## src/rtl/wdt_pkg.sv

```systemverilog
package wdt_pkg;
  typedef enum logic {
    KS_IDLE,
    KS_HALF
  } key_state_t;
endpackage

```

## src/rtl/wdt_prescaler.sv

```systemverilog
module wdt_prescaler #(
  parameter int DIV = 12
) (
  input  logic clk,
  input  logic rst,
  output logic tick
);
  localparam int PW = (DIV > 1) ? $clog2(DIV) : 1;
  localparam logic [PW-1:0] LAST = PW'(DIV - 1);

  logic [PW-1:0] phase;

  always_ff @(posedge clk) begin
    if (rst)                phase <= '0;
    else if (phase == LAST) phase <= '0;
    else                    phase <= phase + 1'b1;
  end

  assign tick = (phase == LAST);

  a_r6_phase_in_range: assert property (@(posedge clk) disable iff (rst)
    phase <= LAST);
endmodule

```

## src/rtl/wdt_rst_qualifier.sv

```systemverilog
module wdt_rst_qualifier #(
  parameter int HOLD = 25
) (
  input  logic clk,
  input  logic rst,
  input  logic pin,
  output logic hw_rst
);
  localparam int HW = $clog2(HOLD + 1);
  localparam logic [HW-1:0] SAT = HW'(HOLD - 1);

  logic [HW-1:0] held;

  always_ff @(posedge clk) begin
    if (rst || !pin)    held <= '0;
    else if (held != SAT) held <= held + 1'b1;
  end

  assign hw_rst = pin && (held == SAT);

  // a low pin never yields a qualified reset
  a_r10_low_pin_quiet: assert property (@(posedge clk) disable iff (rst)
    !pin |=> !hw_rst);
endmodule

```

## src/rtl/wdt_key_seq.sv

```systemverilog
module wdt_key_seq
  import wdt_pkg::*;
#(
  parameter int ADDR_W = 8,
  parameter int DATA_W = 8,
  parameter logic [ADDR_W-1:0] KEY_ADDR = 8'hA6,
  parameter logic [DATA_W-1:0] KEY_A    = 8'h1E,
  parameter logic [DATA_W-1:0] KEY_B    = 8'hE1
) (
  input  logic              clk,
  input  logic              rst,
  input  logic              clr,
  input  logic              wr_en,
  input  logic [ADDR_W-1:0] wr_addr,
  input  logic [DATA_W-1:0] wr_data,
  output logic              key_hit
);
  key_state_t state;
  logic       hit_addr;

  assign hit_addr = wr_en && (wr_addr == KEY_ADDR);
  assign key_hit  = hit_addr && (state == KS_HALF) && (wr_data == KEY_B) && !clr;

  always_ff @(posedge clk) begin
    if (rst || clr)    state <= KS_IDLE;
    else if (hit_addr) state <= (wr_data == KEY_A) ? KS_HALF : KS_IDLE;
  end

  // a foreign byte at the key address drops back to idle
  a_r3_abort: assert property (@(posedge clk) disable iff (rst)
    (hit_addr && wr_data != KEY_A) |=> state == KS_IDLE);
  // other addresses leave the sequence untouched
  a_r4_other_addr: assert property (@(posedge clk) disable iff (rst)
    (!hit_addr && !clr) |=> $stable(state));
endmodule

```

## src/rtl/wdt_counter.sv

```systemverilog
module wdt_counter #(
  parameter int CNT_W = 14
) (
  input  logic clk,
  input  logic rst,
  input  logic clr,
  input  logic restart,
  input  logic tick,
  output logic armed,
  output logic ovf
);
  localparam logic [CNT_W-1:0] TOP = {CNT_W{1'b1}};

  logic [CNT_W-1:0] cnt;

  always_ff @(posedge clk) begin
    if (rst || clr)   armed <= 1'b0;
    else if (restart) armed <= 1'b1;
  end

  always_ff @(posedge clk) begin
    if (rst || clr || restart) cnt <= '0;
    else if (armed && tick)    cnt <= cnt + 1'b1;
  end

  assign ovf = armed && tick && (cnt == TOP) && !clr && !restart;

  a_r2_key_arms: assert property (@(posedge clk) disable iff (rst)
    (restart && !clr) |=> armed);
  a_r9_no_soft_disarm: assert property (@(posedge clk) disable iff (rst)
    (armed && !clr) |=> armed);
  a_r10_hw_disarms: assert property (@(posedge clk) disable iff (rst)
    clr |=> (!armed && cnt == '0));
  a_r5_idle_frozen: assert property (@(posedge clk) disable iff (rst)
    !armed |=> cnt == '0);
  a_r11_wrap_zero: assert property (@(posedge clk) disable iff (rst)
    ovf |=> cnt == '0);
  a_r8_rekey_clears: assert property (@(posedge clk) disable iff (rst)
    restart |=> cnt == '0);
endmodule

```

## src/rtl/wdt_pulse.sv

```systemverilog
module wdt_pulse #(
  parameter int LEN = 96
) (
  input  logic clk,
  input  logic rst,
  input  logic fire,
  output logic pulse
);
  localparam int LW = $clog2(LEN + 1);

  logic [LW-1:0] left;

  always_ff @(posedge clk) begin
    if (rst) begin
      left  <= '0;
      pulse <= 1'b0;
    end else if (fire) begin
      left  <= LW'(LEN - 1);
      pulse <= 1'b1;
    end else if (left != '0) begin
      left  <= left - 1'b1;
    end else begin
      pulse <= 1'b0;
    end
  end

  a_r6_fire_starts: assert property (@(posedge clk) disable iff (rst)
    fire |=> pulse);
  a_r7_holds_while_left: assert property (@(posedge clk) disable iff (rst)
    (pulse && left != '0) |=> pulse);
endmodule

```

## src/rtl/keyed_wdt.sv

```systemverilog
module keyed_wdt #(
  parameter int ADDR_W      = 8,
  parameter int DATA_W      = 8,
  parameter int CNT_W       = 14,
  parameter int OSC_PER_CYC = 12,
  parameter int PULSE_LEN   = 96,
  parameter logic [ADDR_W-1:0] KEY_ADDR = 8'hA6,
  parameter logic [DATA_W-1:0] KEY_A    = 8'h1E,
  parameter logic [DATA_W-1:0] KEY_B    = 8'hE1
) (
  input  logic              clk,
  input  logic              rst,
  input  logic              ext_rst_pin,
  input  logic              wr_en,
  input  logic [ADDR_W-1:0] wr_addr,
  input  logic [DATA_W-1:0] wr_data,
  output logic              armed,
  output logic              wdt_rst
);
  localparam int HOLD_CLKS = 2 * OSC_PER_CYC + 1;

  logic tick, hw_rst, key_hit, ovf;

  wdt_prescaler #(.DIV(OSC_PER_CYC)) u_pre (
    .clk(clk), .rst(rst), .tick(tick));

  wdt_rst_qualifier #(.HOLD(HOLD_CLKS)) u_qual (
    .clk(clk), .rst(rst), .pin(ext_rst_pin), .hw_rst(hw_rst));

  wdt_key_seq #(.ADDR_W(ADDR_W), .DATA_W(DATA_W), .KEY_ADDR(KEY_ADDR),
                .KEY_A(KEY_A), .KEY_B(KEY_B)) u_key (
    .clk(clk), .rst(rst), .clr(hw_rst), .wr_en(wr_en), .wr_addr(wr_addr),
    .wr_data(wr_data), .key_hit(key_hit));

  wdt_counter #(.CNT_W(CNT_W)) u_cnt (
    .clk(clk), .rst(rst), .clr(hw_rst), .restart(key_hit), .tick(tick),
    .armed(armed), .ovf(ovf));

  wdt_pulse #(.LEN(PULSE_LEN)) u_pulse (
    .clk(clk), .rst(rst), .fire(ovf), .pulse(wdt_rst));

  // a disarmed block never begins a pulse
  a_r5_no_fire_disarmed: assert property (@(posedge clk) disable iff (rst)
    (!armed && !wdt_rst) |=> !wdt_rst);
endmodule

```

## config.mk

```make
export PLATFORM = sky130hd
export DESIGN_NAME = keyed_wdt
export DESIGN_NICKNAME = d
export VERILOG_FILES = /design/src/rtl/wdt_pkg.sv /design/src/rtl/wdt_prescaler.sv /design/src/rtl/wdt_rst_qualifier.sv /design/src/rtl/wdt_key_seq.sv /design/src/rtl/wdt_counter.sv /design/src/rtl/wdt_pulse.sv /design/src/rtl/keyed_wdt.sv
export SDC_FILE = /design/constraint.sdc
export NUM_CORES = 1
export LEC_CHECK = 0
export BUFFER_PORTS_ARGS = -buffer_cell sky130_fd_sc_hd__buf_2
export CORE_UTILIZATION = 56
export CTS_CLUSTER_DIAMETER = 120
export DETAILED_ROUTE_END_ITERATION = 10
export PLACE_DENSITY = 0.83
export SLEW_MARGIN = 25
export SYNTH_ARGS = -nofsm -noshare
export SYNTH_HDL_FRONTEND = slang
export SYNTH_SLANG_ARGS = --single-unit
```

## constraint.sdc

```tcl
create_clock -name clk -period 2.6 [get_ports clk]
set_input_delay 0 -clock clk [delete_from_list [all_inputs] [get_ports clk]]
set_output_delay 0 -clock clk [all_outputs]
set_load 0.1 [all_outputs]
```

## Yosys cells after proc, flatten, opt, wreduce, memory -nomap -nowiden

Index checks and enable logic that the tools add are counted.

- Bits in registers: 33
- Input bits: 20
- Output and inout bits: 2
- Logic and storage cells: 44

- Add/subtract/negate cells: 4
- Equality and inequality tests: 8
- Multiplexer cells: 5
- Reduce and logical (&&, ||, !) cells: 19

Operator list:

| operator | count |
|---|---|
| equality test 8 bit, second input constant | 2 |
| adder 14 x 1 -> 14 bit, second input constant | 1 |
| equality test 14 bit, second input constant | 1 |
| 2-to-1 mux 7 bit | 2 |
| logical AND 1 bit | 9 |
| equality test 8 x 5 -> 1 bit, second input constant | 1 |
| nonzero test 7 bit | 1 |
| subtractor 7 x 1 -> 7 bit, second input constant | 1 |
| adder 5 x 1 -> 5 bit, second input constant | 1 |
| equality test 5 bit, second input constant | 1 |
| inequality test 5 bit, second input constant | 1 |
| adder 4 x 1 -> 4 bit, second input constant | 1 |
| equality test 4 bit, second input constant | 1 |
| OR reduction 2 bit | 2 |
| logical NOT 1 bit | 3 |
| logical OR 1 bit | 3 |
| 2-to-1 mux 1 bit | 3 |
| inequality test 2 bit, second input constant | 1 |
| nonzero test 2 bit | 1 |

## Logic depth before layout (Yosys ltp)

- Depth after elaboration: 8
- Depth in mapped cells: 8

## Hierarchy

From an unflattened synthesis, not the netlist that was laid out.

- Cell total of the unflattened synthesis: 192
- Area total of the unflattened synthesis: 1741.7 um2

Modules (own cells, without submodules):

| module | times used | cells each | area each (um2) |
|---|---|---|---|
| wdt_counter | 1 | 88 | 753.2 |
| wdt_pulse | 1 | 46 | 387.9 |
| wdt_rst_qualifier | 1 | 28 | 295.3 |
| wdt_prescaler | 1 | 16 | 188.9 |
| wdt_key_seq | 1 | 14 | 116.4 |

## Worst setup path after synthesis

OpenSTA, ideal clock, no wires.

- Path type: reg2reg
- From: register u_cnt.armed
- To: register u_cnt.cnt[13]
- Library setup time: 0.070 ns
- Data arrival time: 2.214 ns
- Required time: 2.530 ns
- Slack: 0.315 ns
- Cell stages (with the launch flop): 5
- Path buffers: 0
- Cells stage by stage: dfxtp_1 -> nand4b_4 -> or4_1 -> or3_1 -> a21oi_1

- Longest elaborated chain between the ends: 1

Ends and longest elaborated chain:

| item | RTL line | source |
|---|---|---|
| from (decl) | wdt_counter.sv:9 | `output logic armed,` |
| from (signal assigned) | wdt_counter.sv:17 | `if (rst \|\| clr) armed <= 1'b0;` |
| from (signal assigned) | wdt_counter.sv:18 | `else if (restart) armed <= 1'b1;` |
| logical AND 1 bit | wdt_counter.sv:23 | `else if (armed && tick) cnt <= cnt + 1'b1;` |
| to (signal assigned) | wdt_counter.sv:23 |  |
| to (decl) | wdt_counter.sv:14 | `logic [CNT_W-1:0] cnt;` |

No other way between the ends.
A chain may end at the register's enable or synchronous reset.

## Worst setup path after layout

- From: register u_pre.phase[0]
- To: register u_cnt.cnt[13]

- Longest elaborated chain between the ends: 2

Ends and longest elaborated chain:

| item | RTL line | source |
|---|---|---|
| from (decl) | wdt_prescaler.sv:11 | `logic [PW-1:0] phase;` |
| from (signal assigned) | wdt_prescaler.sv:16 | `else phase <= phase + 1'b1;` |
| equality test 4 bit | wdt_prescaler.sv:19 | `assign tick = (phase == LAST);` |
| logical AND 1 bit | wdt_counter.sv:23 |  |

No other way between the ends.

==> run summary <==
• 22 — I/O pins
• 8 — crit-path max FO
• 0.4154 — area share of the leading cell type in the synthesized netlist
• 1,318 — Via Count
• 2270 ps — Crit path arrival time
• 55.29 um — die boundary height
• no — setup repair after global routing missed its margin
• 13.21 um — average wire per standard cell
• register — element type at the critical path end
• 5.706 — Vias/cell
• 0 — max-slew violations
• 1,274 — vias in the first global route
• 0.1741 — fraction of layout instances using a drive strength above 1
• 0 — total congestion overflow after global routing
• 0 — worst path bufs/invs
• built — clock tree from TritonCTS
• dfxtp_1 — cell type contributing the most total cell area after synthesis
• 600 ps — worst stage delay on the critical path
• 9.912 ps — final worst clock skew
• 3057 um^2 — die outline area
• 21 — Port Buffers
• 0.2234 — overall global routing resource usage
• 890.8 ps — Worst-Margin Slew
• 33 — sink count of the clock tree
• 0 — final hold violation count
• 225 — fin nets
• 2590 um^2 — area of the core region
• 18 — Placement Rows
• 0.7112 nW — leakage power total
• 174 — post-synthesis cell count
• 12.04% — area delta synth->final
• 0.4154 — register area share after synthesis
• 23.76 ps — hold slack final
• dfxtp_1 — most common cell after layout, fill and taps aside
• 0 — number of warnings issued by yosys
• 0.6140 — Initial Utilization
• 0 ps — Setup TNS
• 2860 ps — required time of the worst setup path
• simple AND/OR/NAND/NOR gates — family with the most delay on the worst path
• 330 ps — clk_lat worst skew
• dfxtp_1 (33), nor2_1 (25), buf_2 (21) — highest-count cells in the layout ignoring fill and taps
• 0.9295 — RePlAce Congestion
• 624.6 nW/um^2 — power per unit of standard cell area
• 100 ps — clock-pin transition on the worst setup and hold timing paths
• 2 — htree depth
• 9.140 um^2 — average size of a mapped cell
• 2.242 mm — final HPWL from detailed placement
• 2 — Clock Tree Buf Depth
• 4 — number of iterations in the first detailed-routing pass
• finished, final reports clean — result of the run
• 5.347 mm — first-pass GRT wire length
• 5 — number of buffers created by CTS
• 33 — #FFs+latches synth
• 2010 ps — clock period minus final worst setup slack
• clkbuf_4 — clock tree root driver cell
• 0 — Setup violations, final
• 0.7731 — Final period util
• dfxtp_1 (42%), xnor2_1 (7.7%), nor2_1 (5.9%) — top post-synthesis cells by area
• register to register — classification of the worst setup path
• 497.5 MHz — maximum clock frequency
• register — Worst setup SP type
• 199 — net count of the mapped netlist
• 0.6267 mV — Max IR drop VDD
• 0 — Antenna Nets Post-Route
• 3.051 mm — final wirelength
• 0 — antenna fix cells
• 55.29 um — die width
• 40 — count of cell types in the netlist
• 0 — Gates resized, CTS repair
• or4_1 — slowest stage cell on the critical path
• ha_1, nand4b_4, or4_1, or3_1, a21oi_1 — Cell Chain, Critical Path
• 0.4022 — worst slew margin relative to its limit
• 0 — number of violations of the max-capacitance limit
• 0 — number of remaining DRC errors
• 1590 um^2 — Post-Synthesis Cell Area
• 46 — Detailed Route Iter0 Violations
• 14 — largest net degree at the start of global routing
• 0 — antenna violations before repair
• input port to register — Tightest Hold Check Type
registers in the layout, summed over array words and instances (netlist names):
name,cells
u_pre.phase,4
u_key.state,1
u_cnt.cnt,14
u_pulse.pulse,1
u_qual.held,5
u_cnt.armed,1
u_pulse.left,7
path summary, 6_finish.rpt:
kind	startpoint	to	slack [ps]	cells after the start
min	wr_data[3]	u_key.state$_SDFFE_PP0N_	20	4
max reg2reg	u_pre.phase[0]$_SDFF_PP0_	u_cnt.cnt[13]$_SDFFE_PP0P_	590	5
max	u_pre.phase[0]$_SDFF_PP0_	u_cnt.cnt[13]$_SDFFE_PP0P_	590	5
min reg2reg	u_key.state$_SDFFE_PP0N_	u_key.state$_SDFFE_PP0N_	470	2
power breakdown:
part / internal, mW / switching (mW) / leakage [nW]
logic: 0.149 / 0.121 / 0.411
clock network: 0.103 / 0.167 / 0.0320
registers: 0.542 / 0.0307 / 0.268
total: 0.794 / 0.319 / 0.711
synth_stat cells:
cell and count:
xor2_1 4, mux2i_1 4, nand3_1 5, nor3b_1 4
o21ai_1 1, a21boi_0 1, or4b_1 1, dfxtp_1 33
nor2_1 25, and3_1 1, nand4b_4 1, or3b_4 1
mux2_4 1, ha_1 5, or4_1 1, nand2_1 12
o2111a_1 1, or4_4 1, or3_1 3, nand4_1 8
o21ai_0 6, inv_1 6, nor4b_1 1, and2_1 1
nor4_1 4, o21ai_2 1, nor4_4 1, o21a_1 1
nor2b_1 2, and4b_1 1, xnor2_1 14, a21oi_1 7
o311ai_0 1, buf_6 1, nand3b_2 1, o2111ai_1 1
nor4bb_1 2, clkbuf_1 3, nor3_1 6, nand4b_1 1
timing repair:
| item | in CTS | in global routing |
|---|---|---|
| hold buffers | 2 | 0 |
| hold endpoints to repair | 4 | 0 |
| setup endpoints to repair | 0 | 0 |
| buffers inserted | 0 | 0 |
stage by stage:
stage / cells / util / cell area, um^2 / total power [mW] / worst slack (ps)
global placement: 221 / 0.6604 / 1710 / 0.8338 / 729.6
global route: 231 / 0.6879 / 1782 / 1.180 / 486.7
CTS: 231 / 0.6879 / 1782 / 1.129 / 598.1
finish: 231 / 0.6879 / 1782 / 1.113 / 590.1
floorplan: 174 / - / 1590 / 0.8176 / 315.5
detailed placement: 221 / 0.6604 / 1710 / 0.8524 / 625.3
final cells by class:
class / instances / area (um^2)
clock buffer: 6 / 41.29
clock inverter: 2 / 10.01
fill: 211 / 808.3
inverter: 6 / 22.52
multi-input combinational: 131 / 884.6
sequential: 33 / 660.6
tap: 30 / 37.54
timing repair buffer: 23 / 125.1
metal layers:
layer	routed length, um	GRT usage	up-vias
met1	1360	0.2492	611
li1	-	-	675
met4	29	0.1036	0
met2	1525	0.3787	30
met3	136	0.07963	2
met5	0	0	-
worst register-to-register path, stage by stage, from the launching register on:
cell and delay, ps:
dfxtp_1 370, ha_1 300, nand4b_4 200, or4_1 600, or3_1 330, a21oi_1 140
logic make-up after synthesis:
logic type / after synthesis / share of synthesized area
AOI/OAI and AO/OA: 20 / 0.07711
xor gates and xnor gates: 18 / 0.09913
adders and majority gates: 5 / 0.03934
buffers and inverters: 10 / 0.02832
DFF: 33 / 0.4154
muxes: 5 / 0.03462
and+or+nand+nor: 83 / 0.3061
(Power assumes the default switching activity.)
